===== src/rtl/i2c_bt_pkg.sv =====
package i2c_bt_pkg;

  typedef enum logic [2:0] {
    OP_START   = 3'd0,
    OP_RESTART = 3'd1,
    OP_WRITE   = 3'd2,
    OP_READ    = 3'd3,
    OP_STOP    = 3'd4
  } bt_op_e;

  typedef enum logic [3:0] {
    S_IDLE,
    S_OWN,
    S_STA_HOLD,
    S_BIT_HOLD,
    S_BIT_LOW,
    S_BIT_SETUP,
    S_BIT_WAIT,
    S_BIT_HIGH,
    S_RS_REL,
    S_RS_WAIT,
    S_RS_SETUP,
    S_RS_HOLD,
    S_SP_HOLD,
    S_SP_WAIT,
    S_SP_SETUP,
    S_BUSFREE
  } bt_state_e;

endpackage


===== src/rtl/i2c_bt_sync.sv =====
module i2c_bt_sync #(
  parameter int STAGES = 2,
  parameter int W      = 2
) (
  input  logic         clk,
  input  logic         rst,
  input  logic [W-1:0] d,
  output logic [W-1:0] q
);

  logic [W-1:0] stg [STAGES];

  always_ff @(posedge clk) begin
    if (rst) begin
      for (int i = 0; i < STAGES; i++) stg[i] <= '1;
    end else begin
      stg[0] <= d;
      for (int i = 1; i < STAGES; i++) stg[i] <= stg[i-1];
    end
  end

  assign q = stg[STAGES-1];

endmodule


===== src/rtl/i2c_bt_phase.sv =====
module i2c_bt_phase #(
  parameter int CNT_W = 8,
  parameter int EXP_W = 3
) (
  input  logic             clk,
  input  logic             rst,
  input  logic             load,
  input  logic [CNT_W-1:0] ticks,
  input  logic [EXP_W-1:0] scale,
  output logic             fin
);

  localparam int PRE_W = 1 << EXP_W;

  logic [PRE_W-1:0] pre;
  logic [PRE_W-1:0] lim;
  logic [PRE_W:0]   span;
  logic [EXP_W:0]   shamt;
  logic [CNT_W-1:0] rem;
  logic             active;
  logic             tick;

  always_comb begin
    shamt = {1'b0, scale} + 1'b1;
    span  = (PRE_W+1)'(1) << shamt;
    lim   = PRE_W'(span - 1'b1);
  end

  assign tick = active && (pre == lim);
  assign fin  = tick && (rem == CNT_W'(1));

  always_ff @(posedge clk) begin
    if (rst) begin
      active <= 1'b0;
      pre    <= '0;
      rem    <= '0;
    end else if (load) begin
      active <= 1'b1;
      pre    <= '0;
      rem    <= (ticks == '0) ? CNT_W'(1) : ticks;
    end else if (active) begin
      if (tick) begin
        pre <= '0;
        rem <= rem - 1'b1;
        if (rem == CNT_W'(1)) active <= 1'b0;
      end else begin
        pre <= pre + 1'b1;
      end
    end
  end

endmodule


===== src/rtl/i2c_bit_timer.sv =====
module i2c_bit_timer
  import i2c_bt_pkg::*;
#(
  parameter int CNT_W       = 8,
  parameter int EXP_W       = 3,
  parameter int SYNC_STAGES = 2
) (
  input  logic             clk,
  input  logic             rst,
  input  logic [EXP_W-1:0] cfg_scale,
  input  logic [CNT_W-1:0] cfg_lo_ticks,
  input  logic [CNT_W-1:0] cfg_hi_ticks,
  input  logic [CNT_W-1:0] cfg_cond_ticks,
  input  logic [CNT_W-1:0] cfg_dat_ticks,
  input  logic             cmd_valid,
  output logic             cmd_ready,
  input  logic [2:0]       cmd_op,
  input  logic             cmd_wbit,
  output logic             done,
  output logic             rd_bit,
  input  logic             scl_in,
  input  logic             sda_in,
  output logic             scl_pull,
  output logic             sda_pull
);

  bt_state_e        st, st_n;
  bt_op_e           op;
  logic             scl_n, sda_n, done_n, rd_n;
  logic             isrd_q, isrd_n, wb_q, wb_n;
  logic             ld, fin, acc;
  logic [CNT_W-1:0] ld_ticks;
  logic [1:0]       lines_s;
  logic             scl_s, sda_s;

  i2c_bt_sync #(.STAGES(SYNC_STAGES), .W(2)) u_sync (
    .clk (clk),
    .rst (rst),
    .d   ({scl_in, sda_in}),
    .q   (lines_s)
  );
  assign scl_s = lines_s[1];
  assign sda_s = lines_s[0];

  i2c_bt_phase #(.CNT_W(CNT_W), .EXP_W(EXP_W)) u_phase (
    .clk   (clk),
    .rst   (rst),
    .load  (ld),
    .ticks (ld_ticks),
    .scale (cfg_scale),
    .fin   (fin)
  );

  assign op        = bt_op_e'(cmd_op);
  assign cmd_ready = (st == S_IDLE) || (st == S_OWN);
  assign acc       = cmd_valid && cmd_ready;

  always_comb begin
    st_n     = st;
    scl_n    = scl_pull;
    sda_n    = sda_pull;
    done_n   = 1'b0;
    rd_n     = rd_bit;
    isrd_n   = isrd_q;
    wb_n     = wb_q;
    ld       = 1'b0;
    ld_ticks = cfg_dat_ticks;
    unique case (st)
      S_IDLE: begin
        if (acc) begin
          if (op == OP_START || op == OP_RESTART) begin
            sda_n    = 1'b1;
            ld       = 1'b1;
            ld_ticks = cfg_cond_ticks;
            st_n     = S_STA_HOLD;
          end else begin
            done_n = 1'b1;
          end
        end
      end
      S_OWN: begin
        if (acc) begin
          case (op)
            OP_START, OP_RESTART: begin
              sda_n = 1'b0;
              ld    = 1'b1;
              st_n  = S_RS_REL;
            end
            OP_WRITE, OP_READ: begin
              isrd_n = (op == OP_READ);
              wb_n   = cmd_wbit;
              ld     = 1'b1;
              st_n   = S_BIT_HOLD;
            end
            OP_STOP: begin
              sda_n = 1'b1;
              ld    = 1'b1;
              st_n  = S_SP_HOLD;
            end
            default: done_n = 1'b1;
          endcase
        end
      end
      S_STA_HOLD: begin
        if (fin) begin
          scl_n  = 1'b1;
          done_n = 1'b1;
          st_n   = S_OWN;
        end
      end
      S_BIT_HOLD: begin
        if (fin) begin
          sda_n    = isrd_q ? 1'b0 : !wb_q;
          ld       = 1'b1;
          ld_ticks = cfg_lo_ticks;
          st_n     = S_BIT_LOW;
        end
      end
      S_BIT_LOW: begin
        if (fin) begin
          ld   = 1'b1;
          st_n = S_BIT_SETUP;
        end
      end
      S_BIT_SETUP: begin
        if (fin) begin
          scl_n = 1'b0;
          st_n  = S_BIT_WAIT;
        end
      end
      S_BIT_WAIT: begin
        if (scl_s) begin
          ld       = 1'b1;
          ld_ticks = cfg_hi_ticks;
          st_n     = S_BIT_HIGH;
        end
      end
      S_BIT_HIGH: begin
        if (fin) begin
          scl_n  = 1'b1;
          done_n = 1'b1;
          if (isrd_q) rd_n = sda_s;
          st_n   = S_OWN;
        end
      end
      S_RS_REL: begin
        if (fin) begin
          scl_n = 1'b0;
          st_n  = S_RS_WAIT;
        end
      end
      S_RS_WAIT: begin
        if (scl_s) begin
          ld       = 1'b1;
          ld_ticks = cfg_cond_ticks;
          st_n     = S_RS_SETUP;
        end
      end
      S_RS_SETUP: begin
        if (fin) begin
          sda_n    = 1'b1;
          ld       = 1'b1;
          ld_ticks = cfg_cond_ticks;
          st_n     = S_RS_HOLD;
        end
      end
      S_RS_HOLD: begin
        if (fin) begin
          scl_n  = 1'b1;
          done_n = 1'b1;
          st_n   = S_OWN;
        end
      end
      S_SP_HOLD: begin
        if (fin) begin
          scl_n = 1'b0;
          st_n  = S_SP_WAIT;
        end
      end
      S_SP_WAIT: begin
        if (scl_s) begin
          ld       = 1'b1;
          ld_ticks = cfg_cond_ticks;
          st_n     = S_SP_SETUP;
        end
      end
      S_SP_SETUP: begin
        if (fin) begin
          sda_n    = 1'b0;
          done_n   = 1'b1;
          ld       = 1'b1;
          ld_ticks = cfg_lo_ticks;
          st_n     = S_BUSFREE;
        end
      end
      S_BUSFREE: begin
        if (fin) st_n = S_IDLE;
      end
      default: st_n = S_IDLE;
    endcase
  end

  always_ff @(posedge clk) begin
    if (rst) begin
      st       <= S_IDLE;
      scl_pull <= 1'b0;
      sda_pull <= 1'b0;
      done     <= 1'b0;
      rd_bit   <= 1'b0;
      isrd_q   <= 1'b0;
      wb_q     <= 1'b0;
    end else begin
      st       <= st_n;
      scl_pull <= scl_n;
      sda_pull <= sda_n;
      done     <= done_n;
      rd_bit   <= rd_n;
      isrd_q   <= isrd_n;
      wb_q     <= wb_n;
    end
  end

endmodule


===== config.mk =====
export PLATFORM = sky130hd
export DESIGN_NAME = i2c_bit_timer
export DESIGN_NICKNAME = d
export VERILOG_FILES = /design/src/rtl/i2c_bt_pkg.sv /design/src/rtl/i2c_bt_sync.sv /design/src/rtl/i2c_bt_phase.sv /design/src/rtl/i2c_bit_timer.sv
export SDC_FILE = /design/constraint.sdc
export NUM_CORES = 1
export LEC_CHECK = 0
export BUFFER_PORTS_ARGS = -buffer_cell sky130_fd_sc_hd__buf_4
export CAP_MARGIN = 0
export CORE_ASPECT_RATIO = 1.1
export CORE_MARGIN = 3
export CORE_UTILIZATION = 54
export CTS_CLUSTER_DIAMETER = 30
export DETAILED_ROUTE_END_ITERATION = 12
export PLACE_DENSITY = 0.77
export SETUP_SLACK_MARGIN = 0.1
export SYNTH_ARGS = -nofsm -noshare
export SYNTH_HDL_FRONTEND = slang
export SYNTH_SLANG_ARGS = --single-unit

===== constraint.sdc =====
create_clock -name clk -period 7.25 [get_ports clk]
set_input_delay 1.45 -clock clk [delete_from_list [all_inputs] [get_ports clk]]
set_output_delay 1.45 -clock clk [all_outputs]
set_load 0.01 [all_outputs]

## Yosys cells after proc, flatten, opt, wreduce, memory -nomap -nowiden

Memory sizes are Yosys's and may differ from the RTL's.
Index checks and enable logic that the tools add are counted.

| operators by class | value |
|---|---|
| add/sub/neg operators | 4 |
| equality and inequality tests | 39 |
| shifts and indexed selects | 1 |
| mux-type cells | 60 |
| bitwise gates (word level) | 2 |
| reduce and logical (&&, ||, !) cells | 30 |

Operator list:

| cell | count |
|---|---|
| 8-bit 2-to-1 mux | 11 |
| 4-bit 2-to-1 mux | 15 |
| 4-bit case mux with 14 select lines | 1 |
| 8-bit case mux with 5 select lines | 1 |
| 4-bit equality test, second input constant | 8 |
| 2-bit inequality test, second input constant | 13 |
| 1-bit 2-to-1 mux | 24 |
| 4-bit by 3-bit equality test with 1-bit output, second input constant | 4 |
| 16-bit AND reduction | 1 |
| 8-bit by 1-bit subtractor with 8-bit output, second input constant | 2 |
| 4-bit case mux with 3 select lines | 1 |
| 2-bit OR reduction | 5 |
| 3-bit AND reduction | 3 |
| 3-bit OR reduction | 3 |
| 8-bit by 1-bit adder with 8-bit output, second input constant | 1 |
| 4-bit by 2-bit equality test with 1-bit output, second input constant | 2 |
| 8-bit by 1-bit equality test with 1-bit output, second input constant | 1 |
| 8-bit equality test | 1 |
| 8-bit zero test | 1 |
| 8-bit AND reduction | 1 |
| 4-bit OR reduction | 2 |
| 1-bit by 4-bit left shift with 8-bit output, first input constant | 1 |
| 3-bit by 2-bit equality test with 1-bit output, second input constant | 2 |
| 2-bit by 1-bit inequality test with 1-bit output, second input constant | 3 |
| 21 further kinds | 29 |

| storage, ports and cells | value |
|---|---|
| flip-flop bits (word level) | 27 |
| memory bits (writable) | 4 |
| input port bits | 44 |
| output and inout bits | 5 |
| logic and storage cells | 147 |
| memories kept | 1 |

Memory list:

| name | depth | bits a word | read ports | clocked after Yosys merged registers in | write ports | RTL line | source |
|---|---|---|---|---|---|---|---|
| u_sync.stg | 2 | 2 | 2 | 0 | 2 | i2c_bt_sync.sv:11 | `logic [W-1:0] stg [STAGES];` |

## Depth between registers and ports, before layout

Gate-level depths: netlist (run 1).

| logic depth | value |
|---|---|
| word-level depth | 11 |
| gate-level depth with buffers | 13 |
| mapped depth without buffers | 10 |

## Hierarchy

A second synthesis (run 1) with hierarchy kept.

| unflattened totals | value |
|---|---|
| cell total of the unflattened synthesis | 328 |
| area, all modules | 2635.0 um^2 |

Modules (own cells, without submodules):

| module | instances | cells an instance | area an instance (um^2) |
|---|---|---|---|
| i2c_bt_phase | 1 | 147 | 1303.8 |
| i2c_bit_timer | 1 | 171 | 1211.2 |
| i2c_bt_sync | 1 | 10 | 120.1 |

## Worst setup path after synthesis (run 1)

No wires, ideal clock.

| path | value |
|---|---|
| path kind | input-to-reg |
| from | input port cfg_scale[2] |
| to | register u_phase.rem[0] |
| arrival time | 4.012 ns |
| required time | 7.127 ns |
| slack | 3.115 ns |
| cell stages on the path | 12 |
| buffers on the path | 2 |
| cells stage by stage | clkbuf_1 or3_1 ha_1 buf_2 nor3b_1 o32a_1 o32ai_4 o2111a_2 mux2_1 a22o_1 o21ai_1 o31ai_2 |

| between the ends | value |
|---|---|
| cells in the longest elaborated chain, start to end | 11 |
| elaborated cells on any way between the ends | 17 |
| classes of those cells | 2 x add/sub; 1 x eq/ne; 1 x shift; 7 x mux; 6 x reduce/logical |

Ends and longest elaborated chain:

| element | RTL line | source |
|---|---|---|
| start: declaration | i2c_bit_timer.sv:10 | `input logic [EXP_W-1:0] cfg_scale,` |
| 3-bit by 1-bit adder with 4-bit output (*) | i2c_bt_phase.sv:24 | `shamt = {1'b0, scale} + 1'b1;` |
| 1-bit by 4-bit left shift with 8-bit output (*) | i2c_bt_phase.sv:25 | `span = (PRE_W+1)'(1) << shamt;` |
| 8-bit by 1-bit subtractor with 8-bit output (*) | i2c_bt_phase.sv:26 | `lim = PRE_W'(span - 1'b1);` |
| 8-bit equality test (*) | i2c_bt_phase.sv:29 | `assign tick = active && (pre == lim);` |
| 1-bit logical AND (*) | i2c_bt_phase.sv:29 |  |
| 1-bit logical AND | i2c_bt_phase.sv:30 | `assign fin = tick && (rem == CNT_W'(1));` |
| 8-bit 2-to-1 mux, on equally long branches | i2c_bit_timer.sv:112, i2c_bit_timer.sv:188, i2c_bit_timer.sv:160 |  |
| 8-bit case mux with 5 select lines | i2c_bit_timer.sv:68 | `unique case (st)` |
| 8-bit zero test | i2c_bt_phase.sv:40 | `rem <= (ticks == '0) ? CNT_W'(1) : ticks;` |
| 8-bit 2-to-1 mux | i2c_bt_phase.sv:40 |  |
| 8-bit 2-to-1 mux | i2c_bt_phase.sv:37 | `end else if (load) begin` |
| end signal: assignment | i2c_bt_phase.sv:40 |  |
| end signal: assignment | i2c_bt_phase.sv:44 | `rem <= rem - 1'b1;` |
| end: declaration | i2c_bt_phase.sv:19 | `logic [CNT_W-1:0] rem;` |

Mark *: on every way between the ends. The rest lies on a longest branch, timed or not.
A chain may end at the register's enable or synchronous reset.

## Final worst setup path (run 1)

| path | value |
|---|---|
| from | input port cfg_scale[1] |
| to | register u_phase.rem[0] |

The elaborated chain is that of the path after synthesis.

==> results by group, run 1 <==
Routing
  – WL final: 6880 um
  – ANT nets after route: 0
  – Drt first pass iters: 6
  – Residual DRC: 0
  – Initial DRC count: 199
  – Vias/cell: 6.39
  – Routed length per instance: 16.6 um
  – Vias: 2652

Min path
  – Min-delay worst type: register to register
  – Hold path cells: 1
  – Hold path startpoint: u_sync.stg[0][1]
  – Worst Hold End: u_sync.stg[0][3]

Clock tree
  – Clk buf depth: 2
  – Clock transition at the registers of the reported paths: 0.07 ns
  – Clock sink count: 31
  – CTS resizes: 0
  – TritonCTS clock tree: built
  – Hold_buf cts: 0
  – Clk root buf: clkbuf_8
  – CTS buffer count: 5
  – Setup bufs post-CTS: 0
  – Clock latency at the later pin of the worst-skew pair: 0.29 ns
  – H-tree depth: 2

Pwr
  – Pwr per Cell Area: 200 nW/um^2
  – Leakage: 1.11 nW
  – VDD IR-drop max: 0.000130 V

Floorplanning
  – I/O Pins: 49
  – Starting Density: 57.8%
  – Die ar.: 5620 sq um
  – Core area: 4440 sq um
  – Row cnt: 25
  – Die W: 71.7 um
  – Die height: 78.3 um

Timing
  – Final Max Tran Viols: 0
  – RSZ-0062 raised after global routing: false
  – Least-Margin Pin Slew: 1.11 ns
  – Final setup fails: 0
  – Fmax: 242 MHz
  – Crit share post-route: 57.1%
  – Min Hold Slack: 0.415 ns
  – Fin. Hold Viols: 0
  – Post-Route Setup TNS: 0 ns
  – Min cycle time layout: 4.14 ns
  – Worst Skew: 0.00871 ns
  – Relative slew slack: 25.4%

Critical path
  – Required time worst endpoint: 7.46 ns
  – CP max stage cell: o2111a_2
  – CP Class: primary input to register
  – CP Capture Type: register
  – Startpoint Class: primary input
  – Largest stage delay, worst path: 0.43 ns
  – Worst reg-to-reg setup slack: 3.89 ns
  – Reg-to-reg critical path startpoint: st[0]
  – Critical-path maximum fanout: 14
  – RR Endpoint: u_phase.rem[0]
  – Worst reg-to-reg path cell count: 8
  – CP Cell Sequence: buf_4 -> or3_1 -> ha_1 -> nor3b_1 -> o32a_1 -> o32ai_4 -> o2111a_2 -> o21bai_1 -> a221oi_2 -> nand2_1 -> o31ai_2
  – Arrival time worst endpoint: 4.35 ns

Synthesis
  – Post-synth EDFFs: 0
  – Gate Count Post-Synth: 331
  – Syn Nets: 379
  – Async S/R FF share, synth: 0%
  – Synthesized area: 2570 sq um
  – Register area share after synthesis: 24.2%
  – Top FF cell, synth: dfxtp_1
  – Syn_area_per_cell: 7.75 sq um
  – Most common cell in the netlist: nor2_1
  – Top cell type's share of synthesized area: 24.2%
  – Synth cell count leaders: nor2_1 (43), dfxtp_1 (31), nand2_1 (26), a21oi_1 (15), clkbuf_1 (14)
  – Warning count from the yosys run: 0
  – Distinct cells, synth: 77
  – Synth area leaders: dfxtp_1 (24%), nor2_1 (6.3%), nand2_1 (3.8%), xnor2_1 (3.8%), a21oi_1 (2.9%)
  – Synthesis-stage register bit count: 31
  – Largest area contributor in the netlist: dfxtp_1

Finish
  – Layout cells sized above 1: 21.1%
  – Fin nets: 408
  – Fin area: 2970 sq um
  – Diodes inserted: 0
  – Synthesis-to-layout area growth: 15.8%
  – Filler cells: 395

Run status
  – Status: complete, no violations

Global route
  – First-pass GRT wire length: 11300 um
  – Largest net degree at the start of global routing: 27
  – Overflow after GRT: 0
  – Vias in the first global route: 2427
  – Initial antenna violation count: 0
  – Tot GR Track Use: 24.7%

Placement
  – Port Buffers: 48
  – Routability-driven placement congestion ratio: 0.934
  – Area after DPL: 2870 sq um
  – DP HPWL: 4910 um

Flow run
  – Max Cap Viol: 0
-- critical path: cells and delay by family --
kind	cells	cell delay, ns
AO/OA/AOI/OAI	6	1.81
adder cells (fa/ha/maj)	1	0.28
buffers and inverters	1	0.15
AND/OR/NAND/NOR	3	0.64
-- sequential cells by signal, indices dropped and copies added (netlist names) --
register        cells
sda_pull            1
u_phase.pre         8
isrd_q              1
done                1
st                  4
rd_bit              1
u_phase.active      1
scl_pull            1
wb_q                1
u_phase.rem         8
u_sync.stg          4
-- cell usage in the layout, fill, tap and decap left out, types with 4 or more instances in the layout --
| cell type | instances |
|---|---|
| o21ai_1 | 5 |
| nor3b_1 | 5 |
| a21oi_1 | 15 |
| a211oi_1 | 9 |
| clkbuf_8 | 7 |
| a22oi_1 | 8 |
| o21ai_0 | 9 |
| xor2_1 | 5 |
| inv_1 | 8 |
| dfxtp_1 | 31 |
| nand4_1 | 4 |
| a222oi_1 | 4 |
| a31oi_1 | 6 |
| ha_1 | 4 |
| a22o_1 | 7 |
| buf_4 | 49 |
| nand2_1 | 26 |
| xnor2_1 | 11 |
| and3_1 | 7 |
| nand3_1 | 8 |
| or2_2 | 4 |
| nor3_1 | 11 |
| nand2b_1 | 8 |
| nor2_1 | 43 |
-- through the flow --
step | std cells | util [%] | total power [mW] | setup slack, ns
global route | 415 | 66.9 | 0.628 | 2.91
floorplan | 331 | - | 0.379 | 3.11
finish | 415 | 66.9 | 0.595 | 3.11
global placement | 407 | 64.6 | 0.436 | 2.90
detailed placement | 407 | 64.6 | 0.438 | 2.82
CTS | 415 | 66.9 | 0.594 | 3.12
-- layout make-up --
type | count | area (sq um) | share of cell area, %
Inverter | 9 | 33.8 | 1.14
Clock buffer | 8 | 100 | 3.37
Sequential cell | 31 | 621 | 20.9
Multi-Input combinational cell | 264 | 1780 | 60.0
Tap cell | 54 | 67.6 | 2.27
Timing Repair Buffer | 49 | 368 | 12.4
-- kinds of logic after synthesis --
group / count (synthesis) / share of synthesized area, %
compound gates: 106 / 33.8
fa+ha+maj: 4 / 1.95
flops: 31 / 24.2
buf+inv: 36 / 6.39
simple gates: 131 / 25.5
xor+xnor: 16 / 5.46
mux: 6 / 2.49
other cells: 1 / 0.146
-- metal layers --
layer | vias up | GRT usage [%] | part of all wire [%]
met5 | - | 0 | 0
met4 | 0 | 10.2 | 2.7
met3 | 21 | 3.84 | 6.3
met2 | 118 | 39.9 | 49
met1 | 1225 | 32.6 | 42
li1 | 1288 | - | -
-- where the power goes --
part	total [mW]	switching [mW]	internal, mW
logic	0.239	0.135	0.104
registers	0.203	0.0182	0.185
clock network	0.153	0.0662	0.0866
-- how the worst max path moves through the flow --
stage	end	depth (start not counted)	start
after floorplan	u_phase.rem[0]	12	cfg_scale[2]
after global placement	u_phase.rem[0]	11	cfg_scale[1]
after detailed placement	u_phase.rem[0]	11	cfg_scale[1]
after CTS	u_phase.rem[0]	11	cfg_scale[1]
after global routing	u_phase.rem[0]	11	cfg_scale[1]
final	u_phase.rem[0]	11	cfg_scale[1]
Note: power is estimated with default switching activity, not from simulation.
==> inputs of run 2 (changes only) <==
Clock period 7.25 ns to 3.9 ns, I/O delays scaled along.
==> results by group, run 2 (synthesis results as in run 1) <==
Clock tree
  – H-tree depth: 2 (unchanged)
  – Clock sink count: 31 (unchanged)
  – CTS buffer count: 5 (unchanged)
  – Clock latency at the later pin of the worst-skew pair: 0.29 ns (about the same)
  – Clk buf depth: 2 (unchanged)
  – TritonCTS clock tree: built (unchanged)
  – CTS resizes: 0 (unchanged)
  – Clk root buf: clkbuf_8 (unchanged)
  – Clock transition at the registers of the reported paths: 0.07 ns (about the same)
  – Hold_buf cts: 0 (unchanged)
  – Setup bufs post-CTS: 0 (unchanged)

Placement
  – Inst Count DP: 413 (was 407)
  – DP HPWL: 4990 um (was 4910 um)
  – Port Buffers: 48 (unchanged)
  – Routability-driven placement congestion ratio: 0.900 (was 0.934)

Min path
  – Hold path cells: 1 (unchanged)
  – Worst Hold End: u_sync.stg[0][3] (unchanged)
  – Min-delay worst type: register to register (unchanged)
  – Hold path startpoint: u_sync.stg[0][1] (unchanged)

Floorplanning
  – Die height: 78.3 um (unchanged)
  – Starting Density: 57.8% (unchanged)
  – Die W: 71.7 um (unchanged)
  – I/O Pins: 49 (unchanged)
  – Die ar.: 5620 sq um (unchanged)
  – Core area: 4440 sq um (unchanged)
  – Row cnt: 25 (unchanged)

Critical path
  – CP Class: primary input to register (unchanged)
  – Startpoint Class: primary input (unchanged)
  – Critical-path maximum fanout: 14 (unchanged)
  – Worst reg-to-reg setup slack: 1.22 ns (was 3.89 ns)
  – CP Capture Type: register (unchanged)
  – Reg-to-reg critical path startpoint: st[2] (was st[0])
  – Arrival time worst endpoint: 3.70 ns (was 4.35 ns)
  – RR Endpoint: u_phase.rem[0] (unchanged)
  – Worst reg-to-reg path cell count: 8 (unchanged)
  – Required time worst endpoint: 4.11 ns (was 7.46 ns)

Finish
  – Highest-count cells in the layout ignoring fill and taps: buf_4 (55), nor2_1 (43), dfxtp_1 (31) (was buf_4 (49), nor2_1 (43), dfxtp_1 (31))
  – Regs by FF count: u_phase.pre x8, u_phase.rem x8 (unchanged)
  – Register area: 621 sq um (unchanged)
  – Filler cells: 375 (was 395)
  – Final cell count without fillers: 421 (was 415)
  – Most common cell after layout, fill and taps aside: buf_4 (unchanged)
  – Fin nets: 414 (was 408)
  – Synthesis-to-layout area growth: 18.2% (was 15.8%)
  – Multi-input gate area: 1780 sq um (unchanged)
  – Diodes inserted: 0 (unchanged)
  – Layout cells sized above 1: 22.6% (was 21.1%)

Timing
  – Final setup fails: 0 (unchanged)
  – Least-Margin Pin Slew: 0.660 ns (was 1.11 ns)
  – Fin. Hold Viols: 0 (unchanged)
  – RSZ-0062 raised after global routing: false (unchanged)
  – Crit share post-route: 89.5%
  – Final Max Tran Viols: 0 (unchanged)
  – Worst Skew: 0.00489 ns (was 0.00871 ns)
  – Relative slew slack: 55.8% (was 25.4%)
  – Fmax: 287 MHz
  – Min cycle time layout: 3.49 ns
  – Post-Route Setup TNS: 0 ns (unchanged)

Routing
  – Routed length per instance: 16.0 um (was 16.6 um)
  – Vias/cell: 6.39 (about the same)
  – ANT nets after route: 0 (unchanged)
  – Initial DRC count: 178 (was 199)
  – Vias: 2689 (was 2652)
  – Drt first pass iters: 5 (was 6)
  – WL final: 6760 um (was 6880 um)
  – Residual DRC: 0 (unchanged)

Global route
  – First-pass GRT wire length: 11400 um (was 11300 um)
  – Initial antenna violation count: 0 (unchanged)
  – Overflow after GRT: 0 (unchanged)
  – Tot GR Track Use: 24.8% (was 24.7%)
  – Vias in the first global route: 2477 (was 2427)
  – Largest net degree at the start of global routing: 27 (unchanged)

Flow run
  – Max Cap Viol: 0 (unchanged)

Run status
  – Status: complete, no violations (unchanged)

Pwr
  – Leakage: 1.15 nW (was 1.11 nW)
  – VDD IR-drop max: 0.000195 V (was 0.000130 V)
  – Pwr per Cell Area: 380 nW/um^2 (was 200 nW/um^2)
## run 2: changes by cell type in the layout (fill, tap and decap cells not counted)
cell / before / now
bufinv_16: 0 / 1
clkbuf_1: 1 / 0
clkbuf_8: 7 / 6
buf_4: 49 / 55
clkinv_2: 0 / 1
## run 2: worst max path at each step
| stage | start | endpoint | slack, ns | cells after the start |
|---|---|---|---|---|
| 6_report | cfg_scale[1] | u_phase.rem[0] | 0.41 | 11 |
| 5_1_grt | cfg_scale[1] | u_phase.rem[0] | 0.17 | 11 |
| 4_1_cts | cfg_scale[1] | u_phase.rem[0] | 0.42 | 11 |
| 3_5_place_dp | cfg_scale[1] | u_phase.rem[0] | 0.11 | 11 |
| 3_3_place_gp | cfg_scale[1] | u_phase.rem[0] | 0.24 | 11 |
| 2_1_floorplan | cfg_scale[2] | u_phase.rem[0] | 0.43 | 12 |
## run 2: area by class of cell
cell class | instances | share of cell area, %
clock buffers | 6 | 2.72
inverters | 9 | 1.11
well taps | 54 | 2.23
flip-flops and latches | 31 | 20.5
clock inverters | 2 | 1.15
multi-input cells | 264 | 58.7
repair buffers | 55 | 13.6
## run 2: per-stage QoR
| stage | hold slack, ns | setup slack, ns | power (mW) | instance area (sq um) | utilization, % |
|---|---|---|---|---|---|
| 5_1_grt | 0.422 | 0.168 | 1.23 | 3030 | 68.3 |
| 4_1_cts | 0.417 | 0.425 | 1.15 | 3030 | 68.3 |
| 2_1_floorplan | 0.389 | 0.435 | 0.705 | 2570 | - |
| 3_3_place_gp | 0.392 | 0.242 | 0.815 | 2920 | 65.7 |
| 6_report | 0.414 | 0.411 | 1.15 | 3030 | 68.3 |
| 3_5_place_dp | 0.402 | 0.114 | 0.821 | 2920 | 65.7 |
## run 2: layer usage
| metal | track usage, % | vias to the layer above | part of all wire [%] |
|---|---|---|---|
| li1 | - | 1299 | - |
| met1 | 31.9 | 1249 | 42 |
| met2 | 39.8 | 116 | 49 |
| met3 | 4.74 | 25 | 6.6 |
| met4 | 10.7 | 0 | 2.8 |
| met5 | 0 | - | 0 |
## run 2: report_power, final
group          total, mW  switching (mW)  leakage (nW)  internal (mW)
logic              0.439           0.243         0.836          0.196
clock network      0.329           0.122        0.0612          0.207
registers          0.384          0.0406         0.252          0.344
## run 2: critical path, cell delays in order
cell      delay (ns)
buf_4           0.15
or3_1           0.38
ha_1            0.29
nor3b_1         0.18
o32a_1          0.31
o32ai_4         0.28
o2111a_2        0.43
o21bai_1        0.21
a221oi_2        0.34
nand2_1         0.10
o31ai_2         0.23
==> inputs of run 3 (changes only) <==
Settings changed: PLACE_DENSITY 0.77 to unset, PLACE_DENSITY_LB_ADDON set to 0.12.
==> results by group, run 3 (synthesis results as in run 1) <==
Timing
  – Relative slew slack: 44.3% (was 55.8%)
  – Final setup fails: 0 (unchanged)
  – Min cycle time layout: 3.43 ns (was 3.49 ns)
  – RSZ-0062 raised after global routing: false (unchanged)
  – Crit share post-route: 87.9% (was 89.5%)
  – Worst Skew: 0.00128 ns (was 0.00489 ns)
  – Fmax: 292 MHz (was 287 MHz)
  – Final Max Tran Viols: 0 (unchanged)
  – Final worst slack: 0.470 ns (was 0.411 ns)
  – Least-Margin Pin Slew: 0.834 ns (was 0.660 ns)
  – Post-Route Setup TNS: 0 ns (unchanged)
  – Min Hold Slack: 0.413 ns (was 0.414 ns)
  – Fin. Hold Viols: 0 (unchanged)

Finish
  – Final core occ: 67.3% (was 68.3%)
  – Layout cells sized above 1: 21.9% (was 22.6%)
  – Synthesis-to-layout area growth: 16.5% (was 18.2%)
  – Diodes inserted: 0 (unchanged)
  – Fin nets: 413 (was 414)
  – Highest-count cells in the layout ignoring fill and taps: buf_4 (54), nor2_1 (43), dfxtp_1 (31) (was buf_4 (55), nor2_1 (43), dfxtp_1 (31))
  – Regs by FF count: u_phase.pre x8, u_phase.rem x8 (unchanged)
  – Most common cell after layout, fill and taps aside: buf_4 (unchanged)

Global route
  – Most Crowded Layer GR: met2 (unchanged)
  – Largest net degree at the start of global routing: 27 (unchanged)
  – Met3 Use GR: 3.84% (was 4.74%)
  – Initial antenna violation count: 0 (unchanged)
  – Tot GR Track Use: 23.4% (was 24.8%)
  – Met2 usage: 39.0% (was 39.8%)
  – Met1 Use GR: 30.3% (was 31.9%)
  – Overflow after GRT: 0 (unchanged)
  – First-pass GRT wire length: 10800 um (was 11400 um)
  – Vias in the first global route: 2404 (was 2477)

Pwr
  – Pint: 0.657 mW (was 0.746 mW)
  – Reg power frac: 38.9% (was 33.3%)
  – Combinational power share: 38.4% (was 38.1%)
  – Sw power: 0.389 mW (was 0.406 mW)
  – Leakage: 1.13 nW (was 1.15 nW)
  – VDD IR-drop max: 0.000242 V (was 0.000195 V)
  – Pwr Total: 1.05 mW (was 1.15 mW)
  – Pwr per Cell Area: 350 nW/um^2 (was 380 nW/um^2)
  – Clock network fraction of total power: 22.7% (was 28.5%)
  – Sw Share: 37.2% (was 35.2%)

Clock tree
  – Clk root buf: clkbuf_8 (unchanged)
  – Clock sink count: 31 (unchanged)
  – CTS buffer count: 5 (unchanged)
  – Clk buf depth: 2 (unchanged)
  – Hold_buf cts: 0 (unchanged)
  – TritonCTS clock tree: built (unchanged)
  – CTS resizes: 0 (unchanged)
  – Clock latency at the later pin of the worst-skew pair: 0.27 ns (was 0.29 ns)
  – H-tree depth: 2 (unchanged)
  – Setup bufs post-CTS: 0 (unchanged)
  – Clock transition at the registers of the reported paths: 0.06 ns (was 0.07 ns)

Min path
  – Min-delay worst type: register to register (unchanged)

Placement
  – Post-Place Worst Slack: 0.195 ns (was 0.114 ns)
  – DP HPWL: 4880 um (was 4990 um)
  – Routability-driven placement congestion ratio: 0.901 (was 0.900)
  – Port Buffers: 48 (unchanged)

Critical path
  – CP Class: primary input to register (unchanged)
  – Worst setup startpoint: cfg_scale[1] (unchanged)
  – CP Depth: 11 (unchanged)
  – CP Cell Sequence: buf_4 -> or3_1 -> ha_1 -> nor3b_1 -> o32a_1 -> o32ai_4 -> o2111a_2 -> o21bai_1 -> a221oi_2 -> nand2_1 -> o31ai_2 (unchanged)
  – Setup crit end: u_phase.rem[0] (unchanged)
  – Cell family with the largest share of critical-path delay: compound AO/OA/AOI/OAI gates (unchanged)
  – CP Capture Type: register (unchanged)
  – Worst reg-to-reg setup slack: 1.15 ns (was 1.22 ns)
  – Startpoint Class: primary input (unchanged)
  – CP max stage cell: o2111a_2 (unchanged)
  – Largest stage delay, worst path: 0.38 ns (was 0.43 ns)
  – Reg-to-reg critical path startpoint: st[1] (was st[2])
  – Required time worst endpoint: 4.10 ns (was 4.11 ns)
  – Critical-path maximum fanout: 14 (unchanged)
  – Arrival time worst endpoint: 3.63 ns (was 3.70 ns)
  – Worst reg-to-reg path cell count: 7 (was 8)
  – Buf/Inv on CP: 1 (unchanged)
  – RR Endpoint: u_phase.rem[5] (was u_phase.rem[0])

Routing
  – Drt first pass iters: 5 (unchanged)
  – Vias: 2577 (was 2689)
  – ANT nets after route: 0 (unchanged)
  – WL final: 6510 um (was 6760 um)
  – Residual DRC: 0 (unchanged)
  – Initial DRC count: 160 (was 178)
  – Vias/cell: 6.14 (was 6.39)
  – Routed length per instance: 15.5 um (was 16.0 um)

Floorplanning
  – Die ar.: 5620 sq um (unchanged)
  – I/O Pins: 49 (unchanged)
  – Die W: 71.7 um (unchanged)
  – Starting Density: 57.8% (unchanged)
  – Die height: 78.3 um (unchanged)
  – Core area: 4440 sq um (unchanged)
  – Row cnt: 25 (unchanged)

Run status
  – Status: complete, no violations (unchanged)

Flow run
  – Max Cap Viol: 0 (unchanged)
-- run 3: changes by cell type in the layout (fill, tap and decap cells not counted), sizes merged --
cell	delta
buf	-1
bufinv	-1
clkbuf	+1
-- run 3: area by class of cell --
type / instances / area, sq um
tap: 54 / 67.6
timing repair buffer: 54 / 405
clock inverter: 1 / 5.00
sequential: 31 / 621
inverter: 9 / 33.8
clock buffer: 7 / 76.3
fill: 376 / 1450
multi-input combinational: 264 / 1780
-- run 3: stage by stage --
stage          std cells  area [sq um]
2_1_floorplan        331          2570
3_3_place_gp         412          2910
3_5_place_dp         412          2910
4_1_cts              420          2990
5_1_grt              420          2990
6_report             420          2990
-- run 3: per-layer routing --
layer / part of all wire [%] / vias up / routed length (um)
met5: 0 / - / 0
met1: 44 / 1211 / 2870
met2: 50 / 58 / 3280
met4: 1.2 / 0 / 78
li1: - / 1298 / -
met3: 4.2 / 10 / 276
-- run 3: power by group through the flow --
stage	sequential, mW	clock, mW	combinational (mW)
2_1_floorplan	0.365	0	0.340
3_3_place_gp	0.412	0	0.391
4_1_cts	0.405	0.246	0.401
3_5_place_dp	0.412	0	0.399
5_1_grt	0.413	0.260	0.448
6_report	0.407	0.237	0.402
-- run 3: how the worst min path moves through the flow --
stage	startpoint	end	slack [ns]	cells past startpoint
2_1_floorplan	u_sync.stg[0][0]	u_sync.stg[0][2]	0.39	1
3_3_place_gp	u_sync.stg[0][1]	u_sync.stg[0][3]	0.39	1
3_5_place_dp	u_sync.stg[0][0]	u_sync.stg[0][2]	0.40	1
4_1_cts	u_sync.stg[0][0]	u_sync.stg[0][2]	0.42	1
5_1_grt	u_sync.stg[0][0]	u_sync.stg[0][2]	0.42	1
6_report	u_sync.stg[0][0]	u_sync.stg[0][2]	0.41	1
